**src/rtl/bsa_pkg.sv**
```systemverilog
package bsa_pkg;
  typedef enum logic [1:0] {
    SVC_FETCH = 2'b00,
    SVC_HOLD  = 2'b01,
    SVC_IRQ   = 2'b10
  } svc_e;
endpackage

```
**src/rtl/bsa_decider.sv**
```systemverilog
module bsa_decider
  import bsa_pkg::*;
(
  input  logic clk_i,
  input  logic rst_ni,
  input  logic done_i,
  input  logic irq_ni,
  input  logic hold_ni,
  output logic vld_o,
  output svc_e act_o,
  output logic hold_act_o,
  output logic load_o
);
  logic hold_q, post_q, vld_q;
  svc_e act_q, pick;
  logic boundary, release_w;

  assign boundary  = done_i && !hold_q;
  assign release_w = hold_q && hold_ni;

  // hold first; interrupt deferred for one instruction after hold release
  always_comb begin
    if (!hold_ni)                pick = SVC_HOLD;
    else if (!irq_ni && !post_q) pick = SVC_IRQ;
    else                         pick = SVC_FETCH;
  end

  assign load_o = (boundary && pick == SVC_FETCH) || release_w;

  always_ff @(posedge clk_i or negedge rst_ni) begin
    if (!rst_ni) begin
      vld_q  <= 1'b0;
      act_q  <= SVC_FETCH;
      hold_q <= 1'b0;
      post_q <= 1'b0;
    end else begin
      vld_q <= boundary || release_w;
      if (boundary) begin
        act_q  <= pick;
        post_q <= 1'b0;
        if (pick == SVC_HOLD) hold_q <= 1'b1;
      end else if (release_w) begin
        act_q  <= SVC_FETCH;
        hold_q <= 1'b0;
        post_q <= 1'b1;
      end
    end
  end

  assign vld_o      = vld_q;
  assign act_o      = act_q;
  assign hold_act_o = hold_q;

  p_hold_wins_r5: assert property (@(posedge clk_i) disable iff (!rst_ni)
    (done_i && !hold_ni && !hold_q) |=> (vld_q && act_q == SVC_HOLD && hold_q));

  p_quiet_in_hold_r6: assert property (@(posedge clk_i) disable iff (!rst_ni)
    (hold_q && !hold_ni) |=> (!vld_q && hold_q));

  p_post_hold_fetch_r8: assert property (@(posedge clk_i) disable iff (!rst_ni)
    (post_q && done_i && hold_ni && !hold_q) |=> (act_q == SVC_FETCH));

  p_only_at_boundary_r2: assert property (@(posedge clk_i) disable iff (!rst_ni)
    (!done_i && !hold_q) |=> !vld_q);

  p_release_r7: assert property (@(posedge clk_i) disable iff (!rst_ni)
    (hold_q && hold_ni) |=> (vld_q && !hold_q && act_q == SVC_FETCH));
endmodule

```
**src/rtl/bsa_uaddr.sv**
```systemverilog
module bsa_uaddr #(
  parameter int          OPC_W  = 8,
  parameter int          BASE_W = 4,
  parameter logic [3:0]  BASE   = 4'hC,
  localparam int         UA_W   = BASE_W + OPC_W
) (
  input  logic             clk_i,
  input  logic             rst_ni,
  input  logic             load_i,
  input  logic [OPC_W-1:0] opcode_i,
  output logic [UA_W-1:0]  uaddr_o
);
  logic [BASE_W-1:0] base_w;
  logic [UA_W-1:0]   ua_q;

  generate
    if (BASE_W <= 4) begin : g_narrow
      assign base_w = BASE[BASE_W-1:0];
    end else begin : g_wide
      assign base_w = {{(BASE_W-4){1'b0}}, BASE};
    end
  endgenerate

  always_ff @(posedge clk_i or negedge rst_ni) begin
    if (!rst_ni)     ua_q <= '0;
    else if (load_i) ua_q <= {base_w, opcode_i};
  end

  assign uaddr_o = ua_q;
endmodule

```
**src/rtl/boundary_svc_arb.sv**
```systemverilog
module boundary_svc_arb
  import bsa_pkg::*;
#(
  parameter int         OPC_W      = 8,
  parameter int         BASE_W     = 4,
  parameter logic [3:0] UADDR_BASE = 4'hC,
  localparam int        UA_W       = BASE_W + OPC_W
) (
  input  logic             clk_i,
  input  logic             rst_ni,
  input  logic             instr_done_i,
  input  logic             irq_ni,
  input  logic             hold_ni,
  input  logic [OPC_W-1:0] opcode_i,
  output logic             action_vld_o,
  output logic [1:0]       action_o,
  output logic             hold_active_o,
  output logic [UA_W-1:0]  uaddr_o
);
  svc_e act;
  logic load;

  bsa_decider u_dec (
    .clk_i      (clk_i),
    .rst_ni     (rst_ni),
    .done_i     (instr_done_i),
    .irq_ni     (irq_ni),
    .hold_ni    (hold_ni),
    .vld_o      (action_vld_o),
    .act_o      (act),
    .hold_act_o (hold_active_o),
    .load_o     (load)
  );

  bsa_uaddr #(.OPC_W(OPC_W), .BASE_W(BASE_W), .BASE(UADDR_BASE)) u_ua (
    .clk_i    (clk_i),
    .rst_ni   (rst_ni),
    .load_i   (load),
    .opcode_i (opcode_i),
    .uaddr_o  (uaddr_o)
  );

  assign action_o = act;

  p_fetch_opcode_r10: assert property (@(posedge clk_i) disable iff (!rst_ni)
    (instr_done_i && !hold_active_o && irq_ni && hold_ni)
      |=> (action_vld_o && action_o == 2'b00 && uaddr_o[OPC_W-1:0] == $past(opcode_i)));
endmodule

```
**config.mk**
```make
export PLATFORM = sky130hd
export DESIGN_NAME = boundary_svc_arb
export DESIGN_NICKNAME = d
export VERILOG_FILES = /design/src/rtl/bsa_pkg.sv /design/src/rtl/bsa_decider.sv /design/src/rtl/bsa_uaddr.sv /design/src/rtl/boundary_svc_arb.sv
export SDC_FILE = /design/constraint.sdc
export NUM_CORES = 1
export LEC_CHECK = 0
export BUFFER_PORTS_ARGS = -buffer_cell sky130_fd_sc_hd__buf_2
export CAP_MARGIN = 20
export CORE_MARGIN = 1.5
export CORE_UTILIZATION = 40
export DETAILED_ROUTE_END_ITERATION = 10
export PLACE_DENSITY = 0.72
export SLEW_MARGIN = 20
export SYNTH_ARGS = -nofsm -noshare
export SYNTH_HDL_FRONTEND = slang
export SYNTH_SLANG_ARGS = --single-unit
export TNS_END_PERCENT = 5
```
**constraint.sdc**
```tcl
create_clock -name clk_i -period 3.2 [get_ports clk_i]
set_input_delay 0.64 -clock clk_i [delete_from_list [all_inputs] [get_ports clk_i]]
set_output_delay 0.64 -clock clk_i [all_outputs]
set_load 0.05 [all_outputs]
```
==> results of run 1 <==
==> logic make-up (layout without fill, tap and decap cells) <==
group,Yosys count,in the layout
other cells,1,2
flops,14,14
simple gates,11,11
compound gates,7,7
mux,8,8
buf+inv,5,32
==> power groups by stage <==
stage               registers [mW]  clock network (mW)  logic (mW)
CTS                          0.215               0.128       0.166
finish                       0.215               0.124       0.165
global route                 0.218               0.140       0.175
detailed placement           0.219                   0       0.166
global placement             0.218                   0       0.165
floorplan                    0.305                   0      0.0395
==> through the flow <==
stage	hold slack [ns]	std cells	util [%]
after floorplan	0.344	47	-
after global placement	0.466	85	53.1
after detailed placement	0.471	85	53.1
after CTS	0.246	89	55.8
after global routing	0.227	89	55.8
final	0.239	89	55.8
==> cells in the mapped netlist, drive strengths merged <==
cell	count
nor2b	1
nor2	5
o22ai	1
dfrtp	14
nand2	4
conb	1
a31oi	1
mux2	8
a21oi	2
inv	2
buf	3
o21ai	3
or2	1
==> routing by layer <==
layer  track usage [%]  wire, µm  up-vias
met5                 0         0        -
met4              11.7        12        0
met3              5.43        42        2
met2              18.7       498        9
met1              16.4       402      202
li1                  -         -      204
==> layout make-up <==
class | count | area share, %
tap | 15 | 2.55
multi-input combinational | 28 | 26.2
sequential | 14 | 47.6
clock buffer | 4 | 4.93
inverter | 2 | 1.02
timing repair buffer | 26 | 17.7
==> state kept, by name, summed over array words and instances, names as in the netlist <==
register and flops:
u_dec.hold_act_o 1, u_dec.post_q 1, u_dec.act_o 2, u_ua.uaddr_o 9
u_dec.vld_o 1
==> worst min path at each step <==
stage / endpoint / slack [ns] / cells after the start
CTS: u_dec.act_o[0] / 0.25 / 1
detailed placement: u_ua.uaddr_o[10] / 0.47 / 1
finish: u_dec.act_o[0] / 0.24 / 1
global route: u_dec.act_o[0] / 0.23 / 1
global placement: u_ua.uaddr_o[10] / 0.47 / 1
floorplan: u_dec.act_o[0] / 0.34 / 0
==> flow_metrics.env, run 1 <==
export IMPL_fp_row_count=13
export IMPL_setup_tns_ns=0
export IMPL_dpl_worst_slack_ns=1.53
export IMPL_crit_arrival_ns=1.05
export IMPL_placed_area_um2=699
export IMPL_worstRegToRegCells=3
export IMPL_drive_gt1_share_pct=54.1
export IMPL_ys_ff_latch=14
export IMPL_synth_seq_area_share_pct=61.5
export IMPL_synthTopCellsByArea="dfrtp_1, mux2_2, buf_4"
export IMPL_start_util_pct=43.2
export IMPL_final_antenna_net_count=0
export IMPL_reg2reg_slack_ns=1.94
export IMPL_drv_slew=0
export IMPL_hold_path_class="in2async"
export IMPL_final_common_cell="buf_2"
export IMPL_fin_nets=88
export IMPL_cap_violations=0
export IMPL_cts_resized=0
export IMPL_antenna_found_initial=0
export IMPL_r2r_start="u_dec.post_q"
export IMPL_drt_wl_total_um=956
export IMPL_power_internal_mw=0.315
export IMPL_r2r_end="u_ua.uaddr_o[5]"
export IMPL_hold_buffers=0
export IMPL_outcome="completed"
export IMPL_cpPeakStageDelay_ns=0.47
export IMPL_multi_input_area_um2=193
export IMPL_setup_viol=0
export IMPL_clockBufferDepth=2
export IMPL_crit_path_start_kind="flip-flop"
export IMPL_core_um2=1320
export IMPL_power_frac_clock_pct=24.7
export IMPL_ys_warnings_count=0
export IMPL_synth_simple_area_share_pct=8.13
export IMPL_synthesis_area_um2=569
export IMPL_cts_root_buf="clkbuf_4"
export IMPL_max_freq_mhz=591
export IMPL_synth_top_family_by_area="multiplexers"
export IMPL_skew_ns=0.00359
export IMPL_grt_usage_pct=13.6
export IMPL_syn_area_per_cell_um2=12.4
export IMPL_numPortBuffers=26
export IMPL_routabilityCongestion=0.823
export IMPL_startpoint="u_dec.hold_act_o"
export IMPL_syn_inst=46
export IMPL_yosysTopAreaCellShare_pct=61.5
export IMPL_synth_xor_area_share_pct=0
export IMPL_fin_crit_sh_pct=52.9
export IMPL_crit_path_max_fanout=8
export IMPL_viasPerCell=4.69
export IMPL_grt_pass1_wl_um=1400
export IMPL_yosysUniqueCellTypes=14
export IMPL_crit_buf_inv=1
export IMPL_p_leak_nw=0.365
export IMPL_die_w_um=40.7
export IMPL_final_cell_mix="buf_2, dfrtp_1, mux2_2, nor2_1, nand2_1"
export IMPL_dr_total_vias=417
export IMPL_peakVddDrop_uv=395
export IMPL_cpLargestDelayFamily="flip-flops"
export IMPL_worst_ep_required_time_ns=2.56
export IMPL_grt_pass1_vias=330
export IMPL_n_antenna_cell=0
export IMPL_switchingPower_mw=0.189
export IMPL_comb_power_share_pct=32.7
export IMPL_clk_latency_ns=0.27
export IMPL_swShare_pct=37.5
export IMPL_io_pins=29
export IMPL_synth_compound_area_share_pct=8.57
export IMPL_crit_path_end_kind="output pin"
export IMPL_grt_setup_unrepaired="false"
export IMPL_muxShareOfSynthArea_pct=15.8
export IMPL_clk_pin_slew_ns=0.09
export IMPL_crit_slowest_cell="dfrtp_1"
export IMPL_fin_area_um2=736
export IMPL_yosysTopAreaCell="dfrtp_1"
export IMPL_route_detailed_drc=0
export IMPL_drt_iter0_markers=8
export IMPL_worst_slack_ns=1.51
export IMPL_synth_fa_ha_area_share_pct=0
export IMPL_regArea_um2=350
export IMPL_crit_chain="buf_2"
export IMPL_p_per_area_nw_per_um2=684
export IMPL_cts_inserted_buffers=3
export IMPL_overflow=0
export IMPL_fp_dieH_um=40.7
export IMPL_finalPower_mw=0.504
export IMPL_first_pass_iters=4
export IMPL_clock_sinks=14
export IMPL_syn_to_final_growth_pct=29.2
export IMPL_dieArea_um2=1660
export IMPL_hold_viol_final=0
export IMPL_critPathCapture="hold_active_o"
export IMPL_cts_tree="done"
export IMPL_sequentialPowerShare_pct=42.6
export IMPL_postCtsSetupBuffers=0
export IMPL_cts_max_level=1
export IMPL_avgRoutedWirePerCell_um=10.7
export IMPL_cp_depth=1
export IMPL_hpwl_um=746
export IMPL_period_needed_ns=1.69
export IMPL_fillers=111
export IMPL_grt_max_degree=15
export IMPL_critPathKind="reg2out"
No activity file was read; power rests on OpenSTA's default activity.
==> run 2: changes to the inputs <==
--- a/config.mk
+++ b/config.mk
@@ -5,10 +5,11 @@
 export SDC_FILE = /design/constraint.sdc
 export NUM_CORES = 1
 export LEC_CHECK = 0
+export ABC_AREA = 1
 export BUFFER_PORTS_ARGS = -buffer_cell sky130_fd_sc_hd__buf_2
 export CAP_MARGIN = 20
 export CORE_MARGIN = 1.5
-export CORE_UTILIZATION = 40
+export CORE_UTILIZATION = 39
 export DETAILED_ROUTE_END_ITERATION = 10
 export PLACE_DENSITY = 0.72
 export SLEW_MARGIN = 20
==> constraint.sdc (replaced) <==
create_clock -name clk_i -period 1.5 [get_ports clk_i]
set_input_delay 0.3 -clock clk_i [delete_from_list [all_inputs] [get_ports clk_i]]
set_output_delay 0.3 -clock clk_i [all_outputs]
set_load 0.05 [all_outputs]
==> run 2 against run 1 <==
Compared with the run above: wire length increased by 22%; die area increased by 7.8%; sequential power increased by 110%; highest routed layer unchanged; critical path depth unchanged; combinational power increased by 110%; non-clock buffer count increased by 1; sequential share of layout area decreased by 1.1 points; largest power group unchanged.
==> flow_metrics.env, run 2 <==
export IMPL_crit_arrival_ns=1.04
export IMPL_drv_slew=0
export IMPL_cap_violations=0
export IMPL_cpPeakStageDelay_ns=0.46
export IMPL_hpwl_um=938
export IMPL_viasPerCell=4.67
export IMPL_hold_path_class="in2reg"
export IMPL_antenna_found_initial=0
export IMPL_synth_seq_area_share_pct=58.2
export IMPL_outcome="completed"
export IMPL_period_needed_ns=1.34
export IMPL_peakVddDrop_uv=630
export IMPL_holdWs_ns=0.223
export IMPL_drt_wl_total_um=1160
export IMPL_final_cell_mix="buf_2, nand2_1, dfrtp_1, nand3_1, inv_1"
export IMPL_die_w_um=42.3
export IMPL_ys_ff_latch=14
export IMPL_use_met1_pct=18.0
export IMPL_route_detailed_drc=0
export IMPL_n_antenna_cell=0
export IMPL_io_pins=29
export IMPL_fin_nets=104
export IMPL_setup_tns_ns=0
export IMPL_syn_to_final_growth_pct=25.2
export IMPL_grt_pass1_vias=430
export IMPL_final_antenna_net_count=0
export IMPL_grt_pass1_wl_um=1900
export IMPL_skew_ns=0.00138
export IMPL_grt_max_degree=15
export IMPL_first_pass_iters=4
export IMPL_synthesis_area_um2=602
export IMPL_synth_top_flop_cell="dfrtp_1"
export IMPL_routabilityCongestion=0.758
export IMPL_synth_common_cells="nand2_1, dfrtp_1, nand3_1, inv_1, buf_4"
export IMPL_ys_warnings_count=0
export IMPL_core_um2=1370
export IMPL_p_leak_nw=0.417
export IMPL_critPathKind="reg2out"
export IMPL_largest_reg_flops=9
export IMPL_crit_buf_inv=1
export IMPL_max_freq_mhz=746
export IMPL_dieArea_um2=1790
export IMPL_clk_latency_ns=0.26
export IMPL_cts_resized=0
export IMPL_syn_inst=62
export IMPL_numPortBuffers=26
export IMPL_cts_max_level=1
export IMPL_crit_path_start_kind="flip-flop"
export IMPL_yosysUniqueCellTypes=18
export IMPL_avgRoutedWirePerCell_um=11.2
export IMPL_cts_root_buf="clkbuf_4"
export IMPL_dpl_worst_slack_ns=0.410
export IMPL_place_inst=100
export IMPL_crit_chain="buf_2"
export IMPL_cpLargestDelayFamily="flip-flops"
export IMPL_fin_crit_sh_pct=89.4
export IMPL_cts_inserted_buffers=3
export IMPL_crit_path_end_kind="output pin"
export IMPL_worst_ep_required_time_ns=1.20
export IMPL_p_per_area_nw_per_um2=1340
export IMPL_grtUsageMet2_pct=23.4
export IMPL_drive_gt1_share_pct=38.2
export IMPL_final_core_util_pct=55.1
export IMPL_hold_viol_final=0
export IMPL_clock_sinks=14
export IMPL_clk_pin_slew_ns=0.08
export IMPL_fp_dieH_um=42.3
export IMPL_start_util_pct=44.0
export IMPL_fp_row_count=13
export IMPL_yosysMostFrequentCell="nand2_1"
export IMPL_crit_path_max_fanout=5
export IMPL_met3_usage_pct=4.31
export IMPL_yosysTopAreaCellShare_pct=58.2
export IMPL_clockBufferDepth=2
export IMPL_crit_slowest_cell="dfrtp_1"
export IMPL_syn_area_per_cell_um2=9.71
export IMPL_grt_usage_pct=14.2
export IMPL_yosysTopAreaCell="dfrtp_1"
export IMPL_cts_tree="done"
export IMPL_synthTopCellsByArea="dfrtp_1, nand2_1, nand3_1"
export IMPL_worst_slack_ns=0.160
export IMPL_final_common_cell="buf_2"
export IMPL_overflow=0
export IMPL_setup_viol=0
export IMPL_fin_cells=104
export IMPL_grt_setup_unrepaired="false"
export IMPL_top_usage_layer="met2"
export IMPL_drt_iter0_markers=7
export IMPL_dr_total_vias=486
export IMPL_synthArstFlopShare_pct=100
export IMPL_synth_edf_count=0
-- run 2: cell types whose count changed after synthesis, sizes merged, moves of 3 or more --
cell   before  now
inv         2    5
mux2        8    0
nand2       4   21
nand3       0    9
nor2        5    2
-- run 2: per-layer routing --
layer | part of all wire [%] | up-vias | wire length (µm)
met5 | 0 | - | 0
met3 | 5.8 | 2 | 67
met4 | 0.86 | 0 | 10
li1 | - | 249 | -
met1 | 43 | 220 | 505
met2 | 50 | 15 | 580
-- run 2: final timing paths --
check                            startpoint  cells after the start  slack (ns)          endpoint
hold reg to reg            u_ua.uaddr_o[10]                      1        0.49  u_ua.uaddr_o[10]
setup reg to reg           u_dec.hold_act_o                      5        0.40   u_ua.uaddr_o[5]
min in group asynchronous            rst_ni                      2        0.44    u_dec.act_o[1]
max in group asynchronous            rst_ni                      2        0.83   u_ua.uaddr_o[7]
hold / removal                  opcode_i[4]                      3        0.22   u_ua.uaddr_o[4]
setup / recovery           u_dec.hold_act_o                      1        0.16     hold_active_o
-- run 2: worst register-to-register path: cells and delay by family (launching register included) --
family,cells,cell delay [ns]
AND/OR/NAND/NOR,5,0.59
flip-flops,1,0.45
-- run 2: final cells by class --
class / instances / area [µm²]
Tap cell: 15 / 18.8
Fill cell: 133 / 613
Multi-Input combinational cell: 40 / 203
Sequential cell: 14 / 350
Timing Repair Buffer: 27 / 140
Inverter: 5 / 18.8
Clock buffer: 3 / 22.5
-- run 2: cell families (layout without fill, tap and decap cells) --
logic type | Yosys count | after routing | share of synthesized area (%)
other | 1 | 2 | 0.623
AO/OA/AOI/OAI | 5 | 5 | 4.37
AND/OR/NAND/NOR | 33 | 33 | 28.1
flip-flops | 14 | 14 | 58.2
buffers and inverters | 9 | 35 | 8.73
-- run 2: report_power, final --
group / switching, mW / internal, mW
Combinational: 0.274 / 0.0800
Clock: 0.105 / 0.0926
Sequential: 0.0293 / 0.430
-- run 2: stage by stage --
stage	total power, mW	area [µm²]
after CTS	1.02	753
after floorplan	0.731	606
final	1.01	753
after detailed placement	0.823	721
after global placement	0.816	721
after global routing	1.07	753
-- run 2: repair_timing --
| action | in CTS | in global routing |
|---|---|---|
| endpoints found under the hold margin | 14 | 0 |
| setup buffers | 0 | 0 |
| setup endpoints to repair | 0 | 0 |
| hold buffers | 1 | 0 |
==> run 3: changes to the inputs <==
--- a/config.mk
+++ b/config.mk
@@ -11,6 +11,7 @@
 export CORE_MARGIN = 1.5
 export CORE_UTILIZATION = 39
 export DETAILED_ROUTE_END_ITERATION = 10
+export MAX_ROUTING_LAYER = met4
 export PLACE_DENSITY = 0.72
 export SLEW_MARGIN = 20
 export SYNTH_ARGS = -nofsm -noshare
==> run 3 against run 2 <==
Compared with the run above: combinational power is essentially flat; critical path depth is the same; fmax is essentially flat; final cell count is the same; sequential power is essentially flat; global-route usage grew 0.39 points; die area is the same; utilization is the same; via count grew 0.62%; sequential cell count is the same; setup slack is essentially flat; largest power group unchanged.
==> flow_metrics.env, run 3 (same netlist as run 2, synthesis figures left out) <==
export IMPL_outcome="completed"
export IMPL_dr_total_vias=489
export IMPL_critPathKind="reg2out"
export IMPL_cpPeakStageDelay_ns=0.46
export IMPL_crit_arrival_ns=1.04
export IMPL_fin_nets=104
export IMPL_crit_chain="buf_2"
export IMPL_drt_wl_total_um=1170
export IMPL_final_cell_mix="buf_2, nand2_1, dfrtp_1, nand3_1, inv_1"
export IMPL_avgRoutedWirePerCell_um=11.2
export IMPL_peakVddDrop_uv=633
export IMPL_antenna_found_initial=0
export IMPL_largest_reg_flops=9
export IMPL_setup_tns_ns=0
export IMPL_numPortBuffers=26
export IMPL_grt_usage_pct=14.6
export IMPL_fin_cells=104
export IMPL_cts_tree="done"
export IMPL_clockBufferDepth=2
export IMPL_fin_crit_sh_pct=89.4
export IMPL_clock_sinks=14
export IMPL_worst_ep_required_time_ns=1.20
export IMPL_drv_slew=0
export IMPL_drive_gt1_share_pct=38.2
export IMPL_cap_violations=0
export IMPL_grt_setup_unrepaired="false"
export IMPL_max_freq_mhz=746
export IMPL_io_pins=29
export IMPL_dieArea_um2=1790
export IMPL_crit_path_start_kind="flip-flop"
export IMPL_setup_viol=0
export IMPL_placed_area_um2=721
export IMPL_first_pass_iters=4
export IMPL_cts_inserted_buffers=3
export IMPL_clk_latency_ns=0.26
export IMPL_crit_buf_inv=1
export IMPL_grt_max_degree=15
export IMPL_final_antenna_net_count=0
export IMPL_hold_path_class="in2reg"
export IMPL_overflow=0
export IMPL_place_inst=100
export IMPL_fp_row_count=13
export IMPL_cpLargestDelayFamily="flip-flops"
export IMPL_grt_pass1_vias=428
export IMPL_syn_to_final_growth_pct=25.2
export IMPL_n_antenna_cell=0
export IMPL_crit_slowest_cell="dfrtp_1"
export IMPL_hold_viol_final=0
export IMPL_route_detailed_drc=0
export IMPL_grt_pass1_wl_um=1900
export IMPL_cts_max_level=1
export IMPL_fin_area_um2=753
export IMPL_final_common_cell="buf_2"
export IMPL_crit_path_end_kind="output pin"
export IMPL_core_um2=1370
export IMPL_cts_root_buf="clkbuf_4"
export IMPL_finalPower_mw=1.01
export IMPL_viasPerCell=4.70
export IMPL_crit_path_max_fanout=5
export IMPL_holdWs_ns=0.224
export IMPL_fp_dieH_um=42.3
export IMPL_hpwl_um=938
export IMPL_p_per_area_nw_per_um2=1340
export IMPL_routabilityCongestion=0.768
export IMPL_skew_ns=0.00255
export IMPL_drt_iter0_markers=6
export IMPL_start_util_pct=44.0
export IMPL_period_needed_ns=1.34
export IMPL_p_leak_nw=0.417
export IMPL_die_w_um=42.3
export IMPL_clk_pin_slew_ns=0.08
## run 3: what timing repair did
item	4_1_cts	5_1_grt
hold buffers	1	0
resized for setup	0	0
hold endpoints to repair	14	0
buffers inserted	0	0
endpoints found under the setup margin	0	0
## run 3: per-layer routing
layer / vias up / wire, µm / global-route usage (%)
li1: 249 / - / -
met1: 225 / 517 / 18.0
met2: 13 / 581 / 23.4
met3: 2 / 58 / 4.31
met4: 0 / 8 / 3.75
met5: - / 0 / -
## run 3: power breakdown
part           switching (mW)  internal (mW)  total (mW)  leakage (nW)
sequential             0.0299          0.430       0.460         0.170
combinational           0.275         0.0799       0.354         0.234
clock                   0.105         0.0926       0.197        0.0138
## run 3: per-stage QoR
| step | setup WS [ns] | util [%] |
|---|---|---|
| 2_1_floorplan | 0.224 | - |
| 3_3_place_gp | 0.463 | 52.7 |
| 3_5_place_dp | 0.410 | 52.7 |
| 4_1_cts | 0.158 | 55.1 |
| 5_1_grt | 0.123 | 55.1 |
| 6_report | 0.160 | 55.1 |
## run 3: final timing paths
kind	from	cells past startpoint	to	slack (ns)
setup / recovery	u_dec.hold_act_o	1	hold_active_o	0.16
max in group asynchronous	rst_ni	2	u_ua.uaddr_o[7]	0.83
min in group asynchronous	rst_ni	2	u_dec.act_o[1]	0.44
hold reg to reg	u_ua.uaddr_o[10]	1	u_ua.uaddr_o[10]	0.50
setup reg to reg	u_dec.hold_act_o	5	u_ua.uaddr_o[5]	0.39
hold / removal	opcode_i[4]	3	u_ua.uaddr_o[4]	0.22
## run 3: layout make-up
cell class                      instances  area, µm²
Timing Repair Buffer                   27        140
Tap cell                               15       18.8
Multi-Input combinational cell         40        203
Inverter                                5       18.8
Fill cell                             133        613
Clock buffer                            3       22.5
Sequential cell                        14        350
